`config.mk`:
```
export PLATFORM = sky130hd
export DESIGN_NAME = nsm_health_monitor
export DESIGN_NICKNAME = d
export VERILOG_FILES = /design/src/rtl/nsm_pkg.sv /design/src/rtl/nsm_rep_test.sv /design/src/rtl/nsm_prop_test.sv /design/src/rtl/nsm_trans_test.sv /design/src/rtl/nsm_seq_ctrl.sv /design/src/rtl/nsm_health_monitor.sv
export SDC_FILE = /design/constraint.sdc
export NUM_CORES = 1
export LEC_CHECK = 0
export BUFFER_PORTS_ARGS = -buffer_cell sky130_fd_sc_hd__buf_2
export CAP_MARGIN = 25
export CORE_MARGIN = 2
export CORE_UTILIZATION = 35
export CTS_CLUSTER_DIAMETER = 120
export DETAILED_ROUTE_END_ITERATION = 8
export SYNTH_ARGS = -nofsm -noshare
export SYNTH_HDL_FRONTEND = slang
export SYNTH_SLANG_ARGS = --single-unit
export TNS_END_PERCENT = 20
```
`constraint.sdc`:
```
create_clock -name clk -period 5.7 [get_ports clk]
set_input_delay 0.285 -clock clk [delete_from_list [all_inputs] [get_ports clk]]
set_output_delay 0.285 -clock clk [all_outputs]
set_load 0.01 [all_outputs]
```
`src/rtl/nsm_pkg.sv`:
```
package nsm_pkg;

    localparam int REP_LIM_W   = 8;
    localparam int TRN_LIM_W   = 8;
    localparam int PROP_LIM_W  = 16;
    localparam int WIN_SAMPLES = 1024;
    localparam int SU_SAMPLES  = 384;
    localparam int SETTLE_LEN  = 16;

    typedef struct packed {
        logic [PROP_LIM_W-1:0] prop_lim;
        logic [TRN_LIM_W-1:0]  trn_lim;
        logic [REP_LIM_W-1:0]  rep_lim;
    } hlth_cfg_t;

    localparam logic [31:0] CFG_DEFAULT = 32'h0274_2A28;

    typedef enum logic [2:0] {
        ST_IDLE,
        ST_SETTLE,
        ST_STARTUP,
        ST_RUN,
        ST_FAULT
    } mon_state_t;

    function automatic hlth_cfg_t unpack_cfg(input logic [31:0] w);
        hlth_cfg_t c;
        c.prop_lim = w[31:16];
        c.trn_lim  = w[15:8];
        c.rep_lim  = w[7:0];
        return c;
    endfunction

endpackage

```
`src/rtl/nsm_rep_test.sv`:
```
module nsm_rep_test
    import nsm_pkg::*;
#(
    parameter int CNT_W = REP_LIM_W + 1
) (
    input  logic                 clk,
    input  logic                 rst,
    input  logic                 clr,
    input  logic                 en,
    input  logic                 bit_i,
    input  logic [REP_LIM_W-1:0] limit,
    output logic                 fail
);

    localparam logic [CNT_W-1:0] ONE = CNT_W'(1);

    logic [CNT_W-1:0] run_q, run_d;
    logic             last_q;
    logic             have_q;

    always_comb begin
        if (have_q && (bit_i == last_q)) begin
            run_d = (run_q == '1) ? run_q : run_q + ONE;
        end else begin
            run_d = ONE;
        end
    end

    assign fail = en && (run_d > CNT_W'(limit));

    always_ff @(posedge clk) begin
        if (rst || clr) begin
            run_q  <= '0;
            last_q <= 1'b0;
            have_q <= 1'b0;
        end else if (en) begin
            run_q  <= run_d;
            last_q <= bit_i;
            have_q <= 1'b1;
        end
    end

    AST_REP_NEW_RUN: assert property (@(posedge clk) disable iff (rst)
        (en && !clr && have_q && (bit_i != last_q)) |=> (run_q == ONE)) else $error("rep run restart");

    AST_REP_SEEN: assert property (@(posedge clk) disable iff (rst)
        (en && !clr) |=> (have_q && run_q != '0)) else $error("rep run empty");

endmodule

```
`src/rtl/nsm_prop_test.sv`:
```
module nsm_prop_test
    import nsm_pkg::*;
#(
    parameter int WIN_LEN = WIN_SAMPLES
) (
    input  logic                  clk,
    input  logic                  rst,
    input  logic                  clr,
    input  logic                  en,
    input  logic                  bit_i,
    input  logic [PROP_LIM_W-1:0] limit,
    output logic                  fail
);

    localparam int IDX_W = (WIN_LEN > 1) ? $clog2(WIN_LEN) : 1;
    localparam int CNT_W = IDX_W + 1;
    localparam logic [IDX_W-1:0] IDX_LAST = IDX_W'(WIN_LEN - 1);
    localparam logic [CNT_W-1:0] ONE      = CNT_W'(1);

    logic [IDX_W-1:0] idx_q;
    logic [CNT_W-1:0] cnt_q, cnt_d;
    logic             ref_q;
    logic             first;

    assign first = (idx_q == '0);

    always_comb begin
        if (first) begin
            cnt_d = ONE;
        end else if (bit_i == ref_q) begin
            cnt_d = cnt_q + ONE;
        end else begin
            cnt_d = cnt_q;
        end
    end

    assign fail = en && ({{(PROP_LIM_W){1'b0}}, cnt_d} > {{(CNT_W){1'b0}}, limit});

    always_ff @(posedge clk) begin
        if (rst || clr) begin
            idx_q <= '0;
            cnt_q <= '0;
            ref_q <= 1'b0;
        end else if (en) begin
            idx_q <= (idx_q == IDX_LAST) ? '0 : idx_q + 1'b1;
            cnt_q <= cnt_d;
            if (first) begin
                ref_q <= bit_i;
            end
        end
    end

    AST_PROP_WRAP: assert property (@(posedge clk) disable iff (rst)
        (en && !clr && idx_q == IDX_LAST) |=> (idx_q == '0)) else $error("window wrap");

    AST_PROP_BOUND: assert property (@(posedge clk) disable iff (rst)
        (idx_q != '0) |-> (cnt_q <= CNT_W'(idx_q))) else $error("window count bound");

endmodule

```
`src/rtl/nsm_trans_test.sv`:
```
module nsm_trans_test
    import nsm_pkg::*;
#(
    parameter int CNT_W = TRN_LIM_W + 1
) (
    input  logic                 clk,
    input  logic                 rst,
    input  logic                 clr,
    input  logic                 en,
    input  logic                 bit_i,
    input  logic [TRN_LIM_W-1:0] limit,
    output logic                 fail
);

    localparam logic [CNT_W-1:0] ONE = CNT_W'(1);

    logic             phase_q;
    logic             head_q;
    logic [CNT_W-1:0] cnt_q, cnt_inc;
    logic             alt;

    assign alt     = head_q ^ bit_i;
    assign cnt_inc = (cnt_q == '1) ? cnt_q : cnt_q + ONE;
    assign fail    = en && phase_q && alt && (cnt_inc > CNT_W'(limit));

    always_ff @(posedge clk) begin
        if (rst || clr) begin
            phase_q <= 1'b0;
            head_q  <= 1'b0;
            cnt_q   <= '0;
        end else if (en) begin
            phase_q <= ~phase_q;
            if (!phase_q) begin
                head_q <= bit_i;
            end else begin
                cnt_q <= alt ? cnt_inc : '0;
            end
        end
    end

    AST_TRN_PHASE: assert property (@(posedge clk) disable iff (rst)
        (en && !clr) |=> (phase_q != $past(phase_q))) else $error("pair phase");

    AST_TRN_BREAK: assert property (@(posedge clk) disable iff (rst)
        (en && !clr && phase_q && !alt) |=> (cnt_q == '0)) else $error("pair break");

endmodule

```
`src/rtl/nsm_seq_ctrl.sv`:
```
module nsm_seq_ctrl
    import nsm_pkg::*;
#(
    parameter int STARTUP_SAMPLES = SU_SAMPLES,
    parameter int SETTLE_CYC      = SETTLE_LEN
) (
    input  logic clk,
    input  logic rst,
    input  logic start_req,
    input  logic smp_valid,
    input  logic any_fail,
    output logic smp_en,
    output logic startup_done,
    output logic seed_err_now,
    output logic seed_err_set
);

    localparam int SET_W = (SETTLE_CYC > 1) ? $clog2(SETTLE_CYC) : 1;
    localparam int SU_W  = (STARTUP_SAMPLES > 1) ? $clog2(STARTUP_SAMPLES) : 1;
    localparam logic [SET_W-1:0] SET_LAST = SET_W'(SETTLE_CYC - 1);
    localparam logic [SU_W-1:0]  SU_LAST  = SU_W'(STARTUP_SAMPLES - 1);

    mon_state_t       st_q, st_d;
    logic [SET_W-1:0] set_cnt_q, set_cnt_d;
    logic [SU_W-1:0]  su_cnt_q, su_cnt_d;
    logic             pulse_q, pulse_d;

    assign smp_en = smp_valid && !start_req &&
                    ((st_q == ST_STARTUP) || (st_q == ST_RUN));

    always_comb begin
        st_d      = st_q;
        set_cnt_d = set_cnt_q;
        su_cnt_d  = su_cnt_q;
        pulse_d   = 1'b0;
        if (start_req) begin
            st_d      = ST_SETTLE;
            set_cnt_d = '0;
            su_cnt_d  = '0;
        end else begin
            case (st_q)
                ST_SETTLE: begin
                    if (set_cnt_q == SET_LAST) begin
                        st_d = ST_STARTUP;
                    end else begin
                        set_cnt_d = set_cnt_q + 1'b1;
                    end
                end
                ST_STARTUP: begin
                    if (smp_en) begin
                        if (any_fail) begin
                            st_d    = ST_FAULT;
                            pulse_d = 1'b1;
                        end else if (su_cnt_q == SU_LAST) begin
                            st_d = ST_RUN;
                        end else begin
                            su_cnt_d = su_cnt_q + 1'b1;
                        end
                    end
                end
                ST_RUN: begin
                    if (smp_en && any_fail) begin
                        st_d    = ST_FAULT;
                        pulse_d = 1'b1;
                    end
                end
                default: ;
            endcase
        end
    end

    always_ff @(posedge clk) begin
        if (rst) begin
            st_q      <= ST_IDLE;
            set_cnt_q <= '0;
            su_cnt_q  <= '0;
            pulse_q   <= 1'b0;
        end else begin
            st_q      <= st_d;
            set_cnt_q <= set_cnt_d;
            su_cnt_q  <= su_cnt_d;
            pulse_q   <= pulse_d;
        end
    end

    assign startup_done = (st_q == ST_RUN);
    assign seed_err_now = (st_q == ST_FAULT);
    assign seed_err_set = pulse_q;

    AST_SET_PULSE: assert property (@(posedge clk) disable iff (rst)
        seed_err_set |=> !seed_err_set) else $error("set pulse too long");

    AST_SET_WITH_FLAG: assert property (@(posedge clk) disable iff (rst)
        seed_err_set |-> seed_err_now) else $error("set without flag");

    AST_FAULT_HOLD: assert property (@(posedge clk) disable iff (rst)
        (seed_err_now && !start_req) |=> seed_err_now) else $error("fault released");

    AST_DONE_EXCL: assert property (@(posedge clk) disable iff (rst)
        !(startup_done && seed_err_now)) else $error("done during fault");

    AST_START_CLEAR: assert property (@(posedge clk) disable iff (rst)
        start_req |=> (!seed_err_now && !startup_done)) else $error("start not clearing");

    AST_FAIL_ENTERS: assert property (@(posedge clk) disable iff (rst)
        (smp_en && any_fail) |=> seed_err_set) else $error("fail not latched");

endmodule

```
`src/rtl/nsm_health_monitor.sv`:
```
module nsm_health_monitor
    import nsm_pkg::*;
#(
    parameter int WIN_LEN         = WIN_SAMPLES,
    parameter int STARTUP_SAMPLES = SU_SAMPLES,
    parameter int SETTLE_CYC      = SETTLE_LEN
) (
    input  logic        clk,
    input  logic        rst,
    input  logic        start_req,
    input  logic        smp_valid,
    input  logic        smp_bit,
    input  logic [31:0] cfg_word,
    output logic        startup_done,
    output logic        seed_err_now,
    output logic        seed_err_set
);

    hlth_cfg_t cfg_q;
    logic      smp_en;
    logic      rep_fail, prop_fail, trn_fail, any_fail;

    always_ff @(posedge clk) begin
        if (rst) begin
            cfg_q <= unpack_cfg(CFG_DEFAULT);
        end else if (start_req) begin
            cfg_q <= unpack_cfg(cfg_word);
        end
    end

    nsm_rep_test u_rep (
        .clk   (clk),
        .rst   (rst),
        .clr   (start_req),
        .en    (smp_en),
        .bit_i (smp_bit),
        .limit (cfg_q.rep_lim),
        .fail  (rep_fail)
    );

    nsm_prop_test #(
        .WIN_LEN (WIN_LEN)
    ) u_prop (
        .clk   (clk),
        .rst   (rst),
        .clr   (start_req),
        .en    (smp_en),
        .bit_i (smp_bit),
        .limit (cfg_q.prop_lim),
        .fail  (prop_fail)
    );

    nsm_trans_test u_trn (
        .clk   (clk),
        .rst   (rst),
        .clr   (start_req),
        .en    (smp_en),
        .bit_i (smp_bit),
        .limit (cfg_q.trn_lim),
        .fail  (trn_fail)
    );

    assign any_fail = rep_fail | prop_fail | trn_fail;

    nsm_seq_ctrl #(
        .STARTUP_SAMPLES (STARTUP_SAMPLES),
        .SETTLE_CYC      (SETTLE_CYC)
    ) u_ctrl (
        .clk          (clk),
        .rst          (rst),
        .start_req    (start_req),
        .smp_valid    (smp_valid),
        .any_fail     (any_fail),
        .smp_en       (smp_en),
        .startup_done (startup_done),
        .seed_err_now (seed_err_now),
        .seed_err_set (seed_err_set)
    );

    AST_CFG_HELD: assert property (@(posedge clk) disable iff (rst)
        !start_req |=> $stable(cfg_q)) else $error("thresholds moved");

    AST_IDLE_QUIET: assert property (@(posedge clk) disable iff (rst)
        (!startup_done && !seed_err_now && !start_req && !smp_en) |=> !seed_err_set) else $error("spurious set");

endmodule

```
==> results of run 1 <==
[cells in the mapped netlist, types with 16 or more instances]
| library cell | count |
|---|---|
| a21oi_1 | 47 |
| clkbuf_1 | 16 |
| dfxtp_1 | 93 |
| ha_1 | 34 |
| inv_1 | 34 |
| mux2i_1 | 24 |
| nand2_1 | 72 |
| nand3_1 | 20 |
| nor2_1 | 77 |
| o21ai_0 | 27 |
| xor2_1 | 18 |
[sequential cells by signal, summed over array words and instances, names as in the netlist]
name,count
cfg_q,32
u_trn.phase_q,1
u_rep.last_q,1
u_prop.cnt_q,11
u_prop.idx_q,10
u_prop.ref_q,1
u_ctrl.st_q,3
u_ctrl.seed_err_set,1
u_trn.head_q,1
u_ctrl.su_cnt_q,9
u_ctrl.set_cnt_q,4
u_rep.have_q,1
u_trn.cnt_q,9
u_rep.run_q,9
[worst max-delay path, cell delays in order (launching register included)]
cell and delay (ps):
dfxtp_1 430, ha_1 230, and3_4 210, and3_4 220, nand4_1 320, and4_1 400
nand3_1 110, xnor2_1 90, ha_1 320, nand4_1 80, or2_2 310, o211ai_1 100
a31oi_1 110, or4b_1 790, or4_1 560, a21oi_1 160
[how the worst max path moves through the flow]
stage                                start                               to  slack [ps]  depth (start not counted)
4_1_cts        u_trn.cnt_q[0]$_SDFFE_PP0P_  u_ctrl.su_cnt_q[7]$_SDFFE_PP0P_        1200                         15
5_1_grt        u_trn.cnt_q[0]$_SDFFE_PP0P_  u_ctrl.su_cnt_q[5]$_SDFFE_PP0P_         870                         15
3_5_place_dp   u_trn.cnt_q[0]$_SDFFE_PP0P_  u_ctrl.su_cnt_q[7]$_SDFFE_PP0P_        1220                         15
6_report       u_trn.cnt_q[0]$_SDFFE_PP0P_  u_ctrl.su_cnt_q[7]$_SDFFE_PP0P_        1190                         15
3_3_place_gp   u_trn.cnt_q[0]$_SDFFE_PP0P_  u_ctrl.su_cnt_q[5]$_SDFFE_PP0P_        1400                         15
2_1_floorplan  u_trn.cnt_q[0]$_SDFFE_PP0P_  u_ctrl.su_cnt_q[5]$_SDFFE_PP0P_        1790                         16
[through the flow]
stage,util [%],instance area (um^2)
floorplan,-,4940
global placement,38.5,5320
detailed placement,38.5,5320
CTS,40.4,5590
global route,40.4,5590
finish,40.4,5590
[power by group]
| part | switching, mW | total, mW | internal, mW |
|---|---|---|---|
| Sequential | 0.00762 | 0.673 | 0.665 |
| Combinational | 0.0498 | 0.0854 | 0.0356 |
| Clock | 0.259 | 0.557 | 0.297 |
| Total | 0.317 | 1.31 | 0.998 |
[cell usage in the layout (no fill, tap or decap), types with 2 or more instances in the layout]
master	Yosys	final
dfxtp_1	93	93
nor2_1	77	77
nand2_1	72	72
a21oi_1	47	47
buf_2	5	39
inv_1	34	34
ha_1	34	34
o21ai_0	27	27
mux2i_1	24	24
nand3_1	20	20
xor2_1	18	18
nand4_1	14	14
o211ai_1	14	14
xnor2_1	13	13
clkbuf_16	0	9
or3_1	8	8
nor4_1	8	7
nor3_1	7	7
and3_1	6	6
or4_1	6	6
a22o_1	5	5
nand2b_1	5	5
buf_4	0	5
o21a_1	4	4
o31ai_1	4	4
a31oi_1	4	4
and4_1	3	3
nor2b_1	3	3
a21o_1	3	3
a211o_1	2	2
nand3b_1	2	2
and2_1	2	2
and3_4	2	2
a211oi_1	2	2
clkbuf_1	16	2
clkinv_2	0	2
inv_6	0	2
[final cells by class]
type	count	area share [%]
Timing Repair Buffer	44	4.17
Clock buffer	11	4.17
Clock inverter	5	0.627
Sequential cell	93	33.3
Multi-Input combinational cell	453	51.4
Inverter	34	2.28
Tap cell	180	4.03
[cell families (layout without fill, tap and decap cells)]
kind of cell,count (synthesis),in the layout
AND/OR/NAND/NOR,240,240
AO/OA/AOI/OAI,122,122
flip-flops,93,93
buffers and inverters,60,94
adder cells (fa/ha/maj),34,34
XOR/XNOR,32,32
multiplexers,25,25
[per-layer routing]
metal	GRT usage, %	vias to the layer above	wire [um]	part of all wire [%]
met2	26.2	57	5140	46
met3	4.79	15	334	3.0
met1	19.7	1985	5510	49
li1	-	2177	-	-
met5	0	-	0	0
met4	5.68	0	188	1.7
==> out/metrics.yaml, run 1 <==
run_status:
  status: "complete, no violations"
final_layout:
  area_growth_pct: 13.0
  nNetsFinal: 706
  fillCellCount: 1408
  final_cells: 820
  multi_input_area_um2: 2870
  layout-drive-gt1-share_pct: 10.5
  n_antenna_cell: 0
  final-seq-area_um2: 1860
synth:
  synth_cells: 606
  synth.avg_cell_area_um2: 8.16
  synth-edff-count: 0
  synthSimpleGateAreaFrac_pct: 22.9
  synth_top_family_by_area: "simple AND/OR/NAND/NOR gates"
  netlist_area_um2: 4940
  yosys.area.top_type: "dfxtp_1"
  synth_compound_area_share_pct: 15.2
  ys_types: 51
  synth_fa_ha_area_share_pct: 8.61
  synth_top_area_share_pct: 37.7
  ys.flop_type: "dfxtp_1"
  async_flop_share_pct: 0
  synth_fp_nets: 677
  seq_area_frac_synth_pct: 37.7
  yosys_warnings: 0
  synth_xor_area_share_pct: 5.82
  muxShareOfSynthArea_pct: 5.09
  ys_seq_elements: 93
  synth_area_leaders: "dfxtp_1 38%, ha_1 8.6%, nor2_1 5.8%"
drt:
  drc: 0
  ant_nets: 0
  post_drt_wl_per_cell_um: 13.6
  firstDrtPassIters: 4
  dr_total_vias: 4234
  vias_per_cell: 5.16
  wl_um: 11200
  first_iter_violations: 218
floorplan:
  die_area_um2: 15100
  core-area_um2: 13800
  row_count: 43
  die_h_um: 123
  start_util_pct: 35.7
  die_w_um: 123
  io_pins: 40
clock_network:
  clockBufferDepth: 2
  cts_root_buffer: "clkbuf_16"
  clock_sinks: 93
  cts_buffers: 9
  ctsHoldBuffers: 0
  post-cts-setup-buffer-count: 0
  htreeDepth: 3
  post_cts_resize_count: 0
  cts_tree: "yes"
  clkLatencyLatePin_ps: 360
  path_clk_slew_ps: 60
sta:
  fmax_mhz: 222
  holdWs_ps: 149
  tightest_slew_ps: 847
  timing.final.crit_share_pct: 79.2
  setup_viol: 0
  slew_viol_final: 0
  tns_ps: 0
  skew_ps: 7.33
  finalHoldViolations: 0
  post-route-min-period_ps: 4510
  worst_slack_ps: 1190
  slew_headroom_pct: 43.3
  rsz0062_at_grt: "no"
setup_path:
  reg2regPathDepth: 15
  timing.rr.end: "u_ctrl.su_cnt_q[7]$_SDFFE_PP0P_"
  critical_path_class: "flip-flop to flip-flop"
  critPathCaptureType: "flip-flop"
  r2r_start: "u_trn.cnt_q[0]$_SDFFE_PP0P_"
  rrSetupSlack_ps: 1190
  timing.critical_path.required_ps: 5970
  cp-start-kind: "flip-flop"
  cp_max_fo: 17
  worst-endpoint-arrival_ps: 4780
power_and_ir_drop:
  max-vdd-ir-drop_mv: 0.151
  p_total_mw: 1.31
  p_leak_nw: 2.21
  p_per_area_nw_per_um2: 235
worst_hold_path:
  hold_end: "cfg_q[13]$_SDFFE_PP1P_"
  hp-class: "primary input to flip-flop"
  worstHoldPathCells: 3
  worstHoldStart: "cfg_word[13]"
global_routing:
  grt_max_degree: 47
  gr-total-overflow: 0
  grt_pass1_wl_um: 18900
  antenna_found_initial: 0
  first_global_vias: 4089
  track_usage_pct: 15.9
place:
  place_ws_ps: 1220
  dpl.cell_count: 804
  portBuffers: 39
  hpwlAfterDp_um: 8040
  place_congestion: 0.830
run:
  maxCapViolCount: 0
Note: power is estimated with default switching activity, not from simulation.
==> inputs of run 2 (changes only) <==
- clock period: 5.7 -> 4.7 ns (I/O delays scaled with it)
==> out/metrics.yaml, run 2 (synthesized netlist as in run 1, its figures left out) <==
power_and_ir_drop:
  p_total_mw: 1.68
  max-vdd-ir-drop_mv: 0.274
  p_per_area_nw_per_um2: 298
  p_leak_nw: 2.23
global_routing:
  antenna_found_initial: 0
  grt_max_degree: 46
  track_usage_pct: 16.2
  first_global_vias: 4092
  grt_pass1_wl_um: 19100
  gr-total-overflow: 0
final_layout:
  area_growth_pct: 14.1
  nNetsFinal: 707
  n_antenna_cell: 0
  layout-drive-gt1-share_pct: 10.9
  final_cells: 821
  top_regs: "cfg_q x32, u_prop.cnt_q x11, u_prop.idx_q x10"
  final_common_cell: "dfxtp_1"
  fin_area_um2: 5640
  regMostFlops: "cfg_q"
  largest_reg_flops: 32
  layout_common_cells: "93 x dfxtp_1, 77 x nor2_1, 72 x nand2_1, 47 x a21oi_1, 39 x buf_2"
  final_util_pct: 40.8
worst_hold_path:
  hp-class: "primary input to flip-flop"
sta:
  post-route-min-period_ps: 4170
  skew_ps: 5.26
  slew_viol_final: 0
  tns_ps: 0
  worst_slack_ps: 528
  rsz0062_at_grt: "no"
  slew_headroom_pct: 47.0
  finalHoldViolations: 0
  setup_viol: 0
  tightest_slew_ps: 788
  holdWs_ps: 95.0
  timing.final.crit_share_pct: 88.8
  fmax_mhz: 240
clock_network:
  post-cts-setup-buffer-count: 0
  cts_buffers: 9
  clockBufferDepth: 2
  htreeDepth: 3
  post_cts_resize_count: 0
  cts_tree: "yes"
  clkLatencyLatePin_ps: 350
  ctsHoldBuffers: 0
  cts_root_buffer: "clkbuf_16"
  clock_sinks: 93
  path_clk_slew_ps: 70
floorplan:
  die_h_um: 123
  core-area_um2: 13800
  die_area_um2: 15100
  row_count: 43
  die_w_um: 123
  start_util_pct: 35.7
  io_pins: 40
place:
  portBuffers: 39
  place_congestion: 0.775
  dpl_cell_area_um2: 5330
  dpl.cell_count: 805
  hpwlAfterDp_um: 8030
  place_ws_ps: 509
setup_path:
  critPathCaptureType: "flip-flop"
  rrSetupSlack_ps: 530
  timing.critical_path.required_ps: 4980
  worst-endpoint-arrival_ps: 4450
  cp-start-kind: "flip-flop"
  reg2regPathDepth: 14
  timing.rr.end: "u_ctrl.su_cnt_q[7]$_SDFFE_PP0P_"
  critPathLaunch: "u_trn.cnt_q[0]$_SDFFE_PP0P_"
  critical_path_class: "flip-flop to flip-flop"
  r2r_start: "u_trn.cnt_q[0]$_SDFFE_PP0P_"
  setup.worst_path.end: "u_ctrl.su_cnt_q[7]$_SDFFE_PP0P_"
  cp_max_fo: 17
drt:
  first_iter_violations: 207
  firstDrtPassIters: 5
  dr_total_vias: 4274
  wl_um: 11100
  vias_per_cell: 5.21
  drc: 0
  post_drt_wl_per_cell_um: 13.6
  ant_nets: 0
run_status:
  status: "complete, no violations"
run:
  maxCapViolCount: 0
==> run 2: changes by cell type in the layout (fill, tap and decap cells not counted), sizes merged <==
cell / delta
clkinvlp: +1
bufinv: +1
inv: -2
buf: +1
==> run 2: final cells by class <==
type	instances	area (um^2)
clock buffer	11	253
clock inverter	5	58.8
fill	1392	8190
inverter	34	128
multi-input combinational	453	2870
sequential	93	1860
tap	180	225
timing repair buffer	45	240
==> run 2: metal layers <==
metal	track usage [%]	up-vias	part of all wire [%]
met4	6.11	0	1.8
met5	0	-	0
met3	5.11	16	4.2
met2	26.3	80	46
met1	20.0	1997	48
li1	-	2181	-
==> run 2: worst max-delay path, stage by stage (launching register included) <==
cell and delay [ps]:
dfxtp_1 430, ha_1 220, and3_4 200, and3_4 220
nand4_1 140, buf_4 200, mux2_2 290, ha_1 310
nand4_1 90, or2_2 310, o211ai_1 100, a31oi_1 120
or4b_1 780, or4_1 540, a21oi_1 160
==> run 2: how the worst min path moves through the flow <==
stage | from | to | depth (start not counted)
after global routing | cfg_word[11] | cfg_q[11]$_SDFFE_PP1P_ | 3
after floorplan | cfg_word[11] | cfg_q[11]$_SDFFE_PP1P_ | 2
after CTS | cfg_word[11] | cfg_q[11]$_SDFFE_PP1P_ | 3
after global placement | cfg_word[11] | cfg_q[11]$_SDFFE_PP1P_ | 3
after detailed placement | cfg_word[11] | cfg_q[11]$_SDFFE_PP1P_ | 3
final | cfg_word[11] | cfg_q[11]$_SDFFE_PP1P_ | 3
==> run 2: power breakdown <==
group / internal [mW] / switching (mW) / total, mW / leakage (nW)
sequential: 0.806 / 0.00958 / 0.816 / 0.757
combinational: 0.0432 / 0.0608 / 0.104 / 1.32
clock: 0.441 / 0.319 / 0.760 / 0.148
